<file path="config.mk">
export PLATFORM = sky130hd
export DESIGN_NAME = rect_xfer
export DESIGN_NICKNAME = d
export VERILOG_FILES = /design/src/rtl/rect_pkg.sv /design/src/rtl/rect_coord.sv /design/src/rtl/rect_rd_pack.sv /design/src/rtl/rect_xfer.sv
export SDC_FILE = /design/constraint.sdc
export NUM_CORES = 1
export LEC_CHECK = 0
export ABC_AREA = 1
export BUFFER_PORTS_ARGS = -buffer_cell sky130_fd_sc_hd__buf_2
export CORE_MARGIN = 8
export CORE_UTILIZATION = 45
export CTS_CLUSTER_DIAMETER = 50
export DETAILED_ROUTE_END_ITERATION = 16
export GPL_ROUTABILITY_DRIVEN = 0
export HOLD_SLACK_MARGIN = 0.02
export PLACE_DENSITY_LB_ADDON = 0.25
export SETUP_SLACK_MARGIN = 0.3
export SKIP_CTS_REPAIR_TIMING = 1
export SLEW_MARGIN = 10
export SYNTH_ARGS = -nofsm -noshare
export SYNTH_HDL_FRONTEND = slang
export SYNTH_HIERARCHICAL = 1
export SYNTH_SLANG_ARGS = --single-unit
export TNS_END_PERCENT = 20
</file>
<file path="constraint.sdc">
create_clock -name clk_i -period 3.3 [get_ports clk_i]
set_clock_uncertainty 0.1 [all_clocks]
set_input_delay 0.33 -clock clk_i [delete_from_list [all_inputs] [get_ports clk_i]]
set_output_delay 0.33 -clock clk_i [all_outputs]
set_load 0.05 [all_outputs]
</file>
<file path="src/rtl/rect_pkg.sv">
package rect_pkg;
  typedef enum logic {DIR_WR = 1'b0, DIR_RD = 1'b1} dir_e;
endpackage

</file>
<file path="src/rtl/rect_coord.sv">
module rect_coord #(
  parameter int XW = 10,
  parameter int YW = 9
) (
  input  logic             clk_i,
  input  logic             rst_ni,
  input  logic             load_i,
  input  logic [XW-1:0]    x0_i,
  input  logic [YW-1:0]    y0_i,
  input  logic [XW-1:0]    w_m1_i,
  input  logic [YW-1:0]    h_m1_i,
  input  logic             step_i,
  output logic [XW+YW-1:0] addr_o,
  output logic             active_o,
  output logic             last_o
);
  logic [XW-1:0] x0_q, col_q, wm1_q;
  logic [YW-1:0] y_q, rows_q;
  logic          act_q;
  logic          row_end;

  assign row_end  = (col_q == wm1_q);
  assign last_o   = act_q & row_end & (rows_q == '0);
  assign active_o = act_q;
  assign addr_o   = {y_q, XW'(x0_q + col_q)};

  always_ff @(posedge clk_i or negedge rst_ni) begin
    if (!rst_ni) begin
      x0_q   <= '0;
      col_q  <= '0;
      wm1_q  <= '0;
      y_q    <= '0;
      rows_q <= '0;
      act_q  <= 1'b0;
    end else if (load_i) begin
      x0_q   <= x0_i;
      col_q  <= '0;
      wm1_q  <= w_m1_i;
      y_q    <= y0_i;
      rows_q <= h_m1_i;
      act_q  <= 1'b1;
    end else if (step_i && act_q) begin
      if (row_end) begin
        col_q  <= '0;
        y_q    <= y_q + 1'b1;
        rows_q <= rows_q - 1'b1;
        if (rows_q == '0) act_q <= 1'b0;
      end else begin
        col_q <= col_q + 1'b1;
      end
    end
  end
endmodule

</file>
<file path="src/rtl/rect_rd_pack.sv">
module rect_rd_pack (
  input  logic        clk_i,
  input  logic        rst_ni,
  input  logic        re_i,
  input  logic        slot_i,
  input  logic        last_i,
  input  logic [15:0] rdata_i,
  output logic        valid_o,
  output logic [31:0] data_o
);
  logic        re_q, slot_q, last_q;
  logic [15:0] lo_q;

  always_ff @(posedge clk_i or negedge rst_ni) begin
    if (!rst_ni) begin
      re_q    <= 1'b0;
      slot_q  <= 1'b0;
      last_q  <= 1'b0;
      lo_q    <= '0;
      valid_o <= 1'b0;
      data_o  <= '0;
    end else begin
      re_q    <= re_i;
      slot_q  <= slot_i;
      last_q  <= last_i;
      valid_o <= 1'b0;
      if (re_q) begin
        if (slot_q) begin
          valid_o <= 1'b1;
          data_o  <= {rdata_i, lo_q};
        end else if (last_q) begin
          valid_o <= 1'b1;
          data_o  <= {16'h0000, rdata_i};
        end else begin
          lo_q <= rdata_i;
        end
      end
    end
  end
endmodule

</file>
<file path="src/rtl/rect_xfer.sv">
module rect_xfer
  import rect_pkg::*;
#(
  parameter int X_W = 10,
  parameter int Y_W = 9,
  localparam int AW = X_W + Y_W
) (
  input  logic          clk_i,
  input  logic          rst_ni,
  input  logic          start_i,
  input  logic          start_rd_i,
  input  logic          set_mask_i,
  input  logic [31:0]   pos_i,
  input  logic [31:0]   size_i,
  input  logic          word_valid_i,
  input  logic [31:0]   word_data_i,
  output logic          word_ready_o,
  output logic          rd_valid_o,
  output logic [31:0]   rd_data_o,
  output logic          busy_o,
  output logic          read_busy_o,
  output logic          done_o,
  output logic [AW-1:0] mem_addr_o,
  output logic          mem_we_o,
  output logic          mem_re_o,
  output logic [15:0]   mem_wdata_o,
  input  logic [15:0]   mem_rdata_i
);
  dir_e          dir_q;
  logic          mask_q, phase_q, rbusy_q, done_q;
  logic [15:0]   hi_q;
  logic          active, last, step;
  logic [X_W-1:0] w_m1;
  logic [Y_W-1:0] h_m1;

  // zero field wraps to full extent
  assign w_m1 = size_i[X_W-1:0] - {{(X_W-1){1'b0}}, 1'b1};
  assign h_m1 = size_i[16 +: Y_W] - {{(Y_W-1){1'b0}}, 1'b1};

  rect_coord #(.XW(X_W), .YW(Y_W)) u_coord (
    .clk_i    (clk_i),
    .rst_ni   (rst_ni),
    .load_i   (start_i),
    .x0_i     (pos_i[X_W-1:0]),
    .y0_i     (pos_i[16 +: Y_W]),
    .w_m1_i   (w_m1),
    .h_m1_i   (h_m1),
    .step_i   (step),
    .addr_o   (mem_addr_o),
    .active_o (active),
    .last_o   (last)
  );

  assign step         = active & ~start_i & (phase_q | word_valid_i);
  assign mem_we_o     = step & (dir_q == DIR_WR);
  assign mem_re_o     = step & (dir_q == DIR_RD);
  assign mem_wdata_o  = (phase_q ? hi_q : word_data_i[15:0]) | {mask_q, 15'h0000};
  assign word_ready_o = active & ~phase_q & ~start_i;
  assign busy_o       = active;
  assign read_busy_o  = rbusy_q;
  assign done_o       = done_q;

  always_ff @(posedge clk_i or negedge rst_ni) begin
    if (!rst_ni) begin
      dir_q   <= DIR_WR;
      mask_q  <= 1'b0;
      phase_q <= 1'b0;
      hi_q    <= '0;
      rbusy_q <= 1'b0;
      done_q  <= 1'b0;
    end else if (start_i) begin
      dir_q   <= start_rd_i ? DIR_RD : DIR_WR;
      mask_q  <= set_mask_i & ~start_rd_i;
      phase_q <= 1'b0;
      rbusy_q <= start_rd_i;
      done_q  <= 1'b0;
    end else begin
      done_q <= step & last;
      if (step) begin
        if (!phase_q && !last) begin
          phase_q <= 1'b1;
          hi_q    <= word_data_i[31:16];
        end else begin
          phase_q <= 1'b0;
        end
        if (last) rbusy_q <= 1'b0;
      end
    end
  end

  rect_rd_pack u_pack (
    .clk_i   (clk_i),
    .rst_ni  (rst_ni),
    .re_i    (mem_re_o),
    .slot_i  (phase_q),
    .last_i  (last),
    .rdata_i (mem_rdata_i),
    .valid_o (rd_valid_o),
    .data_o  (rd_data_o)
  );
endmodule

</file>
==> impl_metrics.py, run 1 <==
metrics = {
    "run_status": {
        "outcome": "finished, final reports clean",
    },
    "synth": {
        "netlist.area_leader.share_pct": 44.9,
        "synthTopCellsByArea": "dfrtp_1 45%, nand2_1 22%, nand3_1 5.9%, inv_1 3.2%, xor2_1 3.0%",
        "syn_nets": 1027,
        "syn_avg_cell_area_um2": 7.61,
        "yosys_register_bits": 122,
        "synth.yosys.warnings": 6,
        "synth_area_um2": 6800,
        "synth_cells": 894,
        "ys_seq_area_share_pct": 44.9,
        "synth_area_leader_cell": "dfrtp_1",
        "ys_types": 35,
    },
    "setup_path": {
        "reg2reg_depth": 11,
        "cp.buffers_inverters": 2,
        "cp_data_arrival_time_ps": 2460,
        "timing.rr.end": "hi_q[11]",
        "cp.depth": 11,
        "worst_path_max_delay_cell": "dfrtp_1",
        "cp_common_cell": "nand2_1",
        "crit_start": "u_coord/col_q[0]",
        "path_cells": "ha_1, inv_1, fa_1, o21ai_1, nand3_1, nand2_1, nand3_1, nand2_1, nand2_1, nand2_1, clkbuf_4",
        "cp_max_fo": 6,
        "cp-start-kind": "flop",
        "cp-end-kind": "primary output",
        "worstSetupPathType": "flop to primary output",
        "r2r-start": "u_coord/col_q[6]",
        "slowest_delay_ps": 440,
        "worst-r2r-setup-slack_ps": 980,
        "cpLargestDelayFamily": "adder cells",
        "crit_required_ps": 2870,
    },
    "pwr": {
        "max-vdd-ir-drop_mv": 0.364,
        "total_power_uw": 6200,
        "p_leak_uw": 0.00464,
        "powerDensity_nw_per_um2": 748,
    },
    "routing": {
        "post_drt_wl_per_cell_um": 13.3,
        "drt_wl_total_um": 16700,
        "vias_per_cell": 4.81,
        "vias": 6037,
        "drt_pass1_iterations": 5,
        "drc_errors": 0,
        "drt_iter0_markers": 342,
        "antenna_left": 0,
    },
    "timing": {
        "tns_ps": 0,
        "hold_viol": 0,
        "relSlewSlack_pct": 59.6,
        "maxSlewViolCount": 0,
        "setup_viol": 0,
        "clock.fmax_ghz": 0.346,
        "tightest_slew_ps": 607,
        "fin_crit_sh_pct": 87.6,
        "rsz0062_at_grt": "yes",
        "finalCriticalPeriod_ps": 2890,
        "setup_ws_ps": 408,
    },
    "placed_design": {
        "dp_cells": 1223,
        "pre_cts_ws_ps": 740,
        "dpl.hpwl_um": 12000,
        "port_buffers": 165,
    },
    "global_routing": {
        "grtUsageTotal_pct": 18.0,
        "antenna_found_initial": 0,
        "grt_first_pass_wirelength_um": 28600,
        "globalRouteOverflowTotal": 0,
        "grt_max_degree": 49,
        "grt_pass1_vias": 6062,
    },
    "finish": {
        "drive_gt1_share_pct": 23.6,
        "area_growth_syn_to_layout_pct": 21.9,
        "nets": 1188,
        "antenna_cells": 0,
        "instances_no_fill": 1254,
        "final_util_pct": 55.4,
    },
    "cts": {
        "cts_buffers": 17,
        "cts-root-buf": "clkbuf_16",
        "clk_pin_slew_ps": 50,
        "cts.path.max_buffers": 2,
        "clk_latency_ps": 420,
        "numClockSinks": 122,
        "cts_tree": "built",
        "htree_levels": 4,
    },
    "worst_hold_path": {
        "min_path_cells": 3,
        "min_to": "u_coord/x0_q[2]",
        "timing.hold.worst.start": "pos_i[2]",
        "worstHoldPathType": "input pin to flop",
    },
    "floorplan": {
        "rows": 45,
        "start_util_pct": 45.4,
        "die_w_um": 139,
        "die-height_um": 139,
        "dieArea_um2": 19300,
        "core_um2": 15000,
        "pin_count": 192,
    },
    "job": {
        "maxCapViolations": 0,
    },
}
-- tightest hold or removal path: cells and delay by family --
family        cells  cell delay [ps]
buf+inv           1               70
simple gates      2               90
-- power by group --
part           switching, uW  leakage [uW]  internal [uW]  total, uW
registers                250       0.00150           1890       2140
logic                   1660       0.00286            565       2220
clock network            628      0.000282           1210       1840
total                   2530       0.00464           3670       6200
-- per-stage QoR --
stage | instance area [um^2] | hold slack [ps]
after global routing | 8290 | 20.9
after detailed placement | 7690 | 281
final | 8290 | 8.59
after floorplan | 6800 | -65.6
after CTS | 8280 | -164
after global placement | 7690 | 284
-- cells in the final DEF, fill, tap and decap left out, types with 2 or more instances in the layout --
master      synthesis  final
a21oi_1            10     10
buf_2              11    163
buf_4               5     10
bufinv_16           0      3
clkbuf_1            7      3
clkbuf_16           0     17
clkbuf_8            2      2
clkinv_2            0      3
clkinvlp_4          0      2
dfrtp_1           122    122
ha_1               14     14
inv_1              58     58
inv_2              11     11
mux2i_1             9      9
nand2_1           401    401
nand2_2            15     15
nand3_1            80     80
nand3_2             3      3
nand4_1             6      6
nor2_1             45     45
nor2_2              3      3
nor2_8              2      2
o21ai_0            27     25
o21ai_1             0      2
o21ai_2            13     13
o21bai_1            2      2
xnor2_1             6      6
xor2_1             23     23
-- worst max path at each step --
stage                    end  slack, ps
6_report       mem_addr_o[8]        410
2_1_floorplan  mem_addr_o[6]        640
5_1_grt        mem_addr_o[8]        240
4_1_cts        mem_addr_o[8]        260
3_5_place_dp   mem_addr_o[8]        740
3_3_place_gp   mem_addr_o[8]        730
-- area by class of cell --
| type | count | area [um^2] |
|---|---|---|
| multi-input combinational | 669 | 3230 |
| tap | 188 | 235 |
| sequential | 122 | 3050 |
| clock inverter | 8 | 120 |
| inverter | 69 | 259 |
| fill | 1488 | 6690 |
| clock buffer | 22 | 464 |
| timing repair buffer | 176 | 928 |
-- synthesized netlist by cell type --
cell type and number:
a211oi_1 1, a21o_1 1, a21oi_1 10, a31oi_1 1, buf_12 1, buf_2 11
buf_4 5, buf_6 8, clkbuf_1 7, clkbuf_8 2, dfrtp_1 122, fa_1 1
ha_1 14, inv_1 58, inv_2 11, mux2i_1 9, nand2_1 401, nand2_2 15
nand2_4 1, nand3_1 80, nand3_2 3, nand4_1 6, nor2_1 45, nor2_2 3
nor2_4 1, nor2_8 2, nor3_1 1, nor3b_1 1, o21ai_0 27, o21ai_2 13
o21bai_1 2, o21bai_4 1, o31ai_1 1, xnor2_1 6, xor2_1 23
-- registers in the layout, indices dropped and copies added, names as in the netlist, 9 cells and up --
signal          count
hi_q               16
u_coord/col_q      10
u_coord/rows_q      9
u_coord/wm1_q      10
u_coord/x0_q       10
u_coord/y_q         9
u_pack/data_o      32
u_pack/lo_q        16
-- layer usage --
layer  track usage [%]  vias to the layer above  routed length [um]
met1              20.6                     2761                7310
met3              4.13                       17                 731
met2              32.0                      135                8450
met5                 0                        -                   0
met4              6.64                        0                 237
li1                  -                     3124                   -
-- cell families after synthesis --
family | after synthesis | synth area share (%)
fa+ha+maj | 15 | 2.87
buf+inv | 103 | 7.58
compound gates | 57 | 5.32
xor+xnor | 29 | 3.74
flops | 122 | 44.9
mux | 9 | 1.33
simple gates | 559 | 34.3
Power figures use the tool's default switching activity.
==> run 2: changes to the inputs <==
--- a/config.mk
+++ b/config.mk
@@ -11,2 +11,3 @@
 export CORE_UTILIZATION = 45
+export CTS_BUF_LIST = sky130_fd_sc_hd__clkbuf_16
 export CTS_CLUSTER_DIAMETER = 50
@@ -15,3 +16,3 @@
 export HOLD_SLACK_MARGIN = 0.02
-export PLACE_DENSITY_LB_ADDON = 0.25
+export PLACE_DENSITY = 0.73
 export SETUP_SLACK_MARGIN = 0.3
==> constraint.sdc (replaced) <==
create_clock -name clk_i -period 3.3 [get_ports clk_i]
set_clock_uncertainty 0.1 [all_clocks]
set_input_delay 0.99 -clock clk_i [delete_from_list [all_inputs] [get_ports clk_i]]
set_output_delay 0.99 -clock clk_i [all_outputs]
set_load 0.05 [all_outputs]
==> impl_metrics.py, run 2 (synthesis results as in run 1) <==
metrics = {
    "routing": {
        "route.met3.wl_um": 763,
        "post_drt_wl_per_cell_um": 13.5,
        "drt_pass1_iterations": 5,
        "drt_wl_total_um": 17000,
        "antenna_left": 0,
        "drc_errors": 0,
        "vias_per_cell": 4.89,
        "wl_met2_um": 8310,
        "dr.max_layer_used": "met4",
        "wl_met1_um": 7580,
        "vias": 6159,
        "drt_iter0_markers": 504,
    },
    "job": {
        "maxCapViolations": 0,
    },
    "worst_hold_path": {
        "timing.hold.worst.start": "hi_q[9]",
        "min_path_cells": 2,
        "worstHoldPathType": "flop to flop",
    },
    "setup_path": {
        "cp_data_arrival_time_ps": 2200,
        "r2r-start": "phase_q",
        "cp-end-kind": "primary output",
        "reg2reg_depth": 9,
        "cp-start-kind": "flop",
        "crit_start": "u_coord/col_q[0]",
        "worstSetupPathType": "flop to primary output",
        "crit_required_ps": 2210,
        "cp_max_fo": 2,
    },
    "pwr": {
        "p_leak_uw": 0.00468,
        "total_power_uw": 6340,
        "p_sw_uw": 2650,
        "max-vdd-ir-drop_mv": 0.381,
        "p_clk_share_pct": 30.3,
        "intPower_uw": 3690,
        "combPwrFrac_pct": 35.8,
        "powerDensity_nw_per_um2": 744,
        "pwr-share-seq_pct": 33.9,
        "sw_frac_of_total_pct": 41.8,
    },
    "global_routing": {
        "antenna_found_initial": 0,
        "grt_first_pass_wirelength_um": 28700,
        "globalRouteOverflowTotal": 0,
        "grt_max_degree": 57,
        "grt_pass1_vias": 6008,
        "grtUsageTotal_pct": 17.9,
    },
    "timing": {
        "tns_ps": 0,
        "rsz0062_at_grt": "yes",
        "relSlewSlack_pct": 60.5,
        "tightest_slew_ps": 592,
        "clock.fmax_ghz": 0.304,
        "setup_ws_ps": 12.5,
        "fin_crit_sh_pct": 99.6,
        "hold_ws_ps": 369,
        "setup_viol": 0,
        "maxSlewViolCount": 0,
        "finalCriticalPeriod_ps": 3290,
        "hold_viol": 0,
    },
    "cts": {
        "clk_latency_ps": 410,
        "cts-root-buf": "clkbuf_16",
        "cts_buffers": 17,
        "htree_levels": 4,
        "numClockSinks": 122,
        "clk_pin_slew_ps": 60,
        "cts_tree": "built",
        "cts.path.max_buffers": 2,
    },
    "finish": {
        "antenna_cells": 0,
        "design_area_um2": 8520,
        "nets": 1192,
        "regMostFlops": "u_pack/data_o",
        "layout_common_cells": "400 x nand2_1, 156 x buf_2, 120 x dfrtp_1, 79 x nand3_1, 57 x inv_1",
        "largest_reg_flops": 32,
        "reg_top3": "u_pack/data_o (32), hi_q (16), u_pack/lo_q (16)",
        "drive_gt1_share_pct": 26.6,
        "area_growth_syn_to_layout_pct": 25.4,
        "layout_commonest_cell": "nand2_1",
    },
    "floorplan": {
        "die-height_um": 139,
        "core_um2": 15000,
        "dieArea_um2": 19300,
        "start_util_pct": 45.4,
        "pin_count": 192,
        "rows": 45,
        "die_w_um": 139,
    },
    "placed_design": {
        "pre_cts_ws_ps": 101,
        "port_buffers": 165,
        "placed_area_um2": 7730,
        "dpl.hpwl_um": 12200,
    },
    "run_status": {
        "outcome": "finished, final reports clean",
    },
}
## run 2: changes by cell type in the layout (fill, tap and decap cells not counted), sizes merged
cell,previous run,this run
inv,69,74
clkinvlp,2,4
dlygate4sd3,1,0
buf,174,180
clkbuf,23,17
## run 2: layout make-up
class | instances | area (um^2)
Sequential cell | 122 | 3060
Fill cell | 1376 | 6450
Tap cell | 188 | 235
Clock inverter | 15 | 189
Timing Repair Buffer | 180 | 997
Clock buffer | 17 | 425
Multi-Input combinational cell | 669 | 3360
Inverter | 69 | 259
## run 2: worst paths after layout
path | endpoint | slack [ps]
max reg2reg | u_coord/y_q[6] | 960
max | mem_addr_o[8] | 10
min reg2reg | hi_q[9] | 370
min | hi_q[9] | 370
min in group asynchronous | u_pack/valid_o | 480
max in group asynchronous | phase_q | 1970
## run 2: layer usage
layer | GRT usage, % | vias to the layer above
met1 | 22.0 | 2849
li1 | - | 3127
met2 | 29.9 | 153
met5 | 0 | -
met3 | 4.20 | 30
met4 | 7.28 | 0
## run 2: power groups by stage
stage / Sequential [uW] / Clock [uW] / Combinational (uW)
2_1_floorplan: 2870 / 0 / 980
3_3_place_gp: 2160 / 0 / 2210
3_5_place_dp: 2170 / 0 / 2240
4_1_cts: 2150 / 1960 / 2250
5_1_grt: 2200 / 2020 / 2470
6_report: 2150 / 1920 / 2270
## run 2: stage by stage
step	cells	utilization [%]
floorplan	894	-
global placement	1224	51.6
detailed placement	1224	51.6
CTS	1256	55.7
global route	1260	56.9
finish	1260	56.9
## run 2: worst max-delay path, stage by stage, from the launching register on
cell     delay (ps)
dfrtp_1         360
ha_2            200
inv_2            50
fa_2            380
o21ai_2         160
nand3_1         100
nand2_2         110
nand3_2          70
nand2_1          60
nand2_1          40
nand2_1          80
buf_6           160
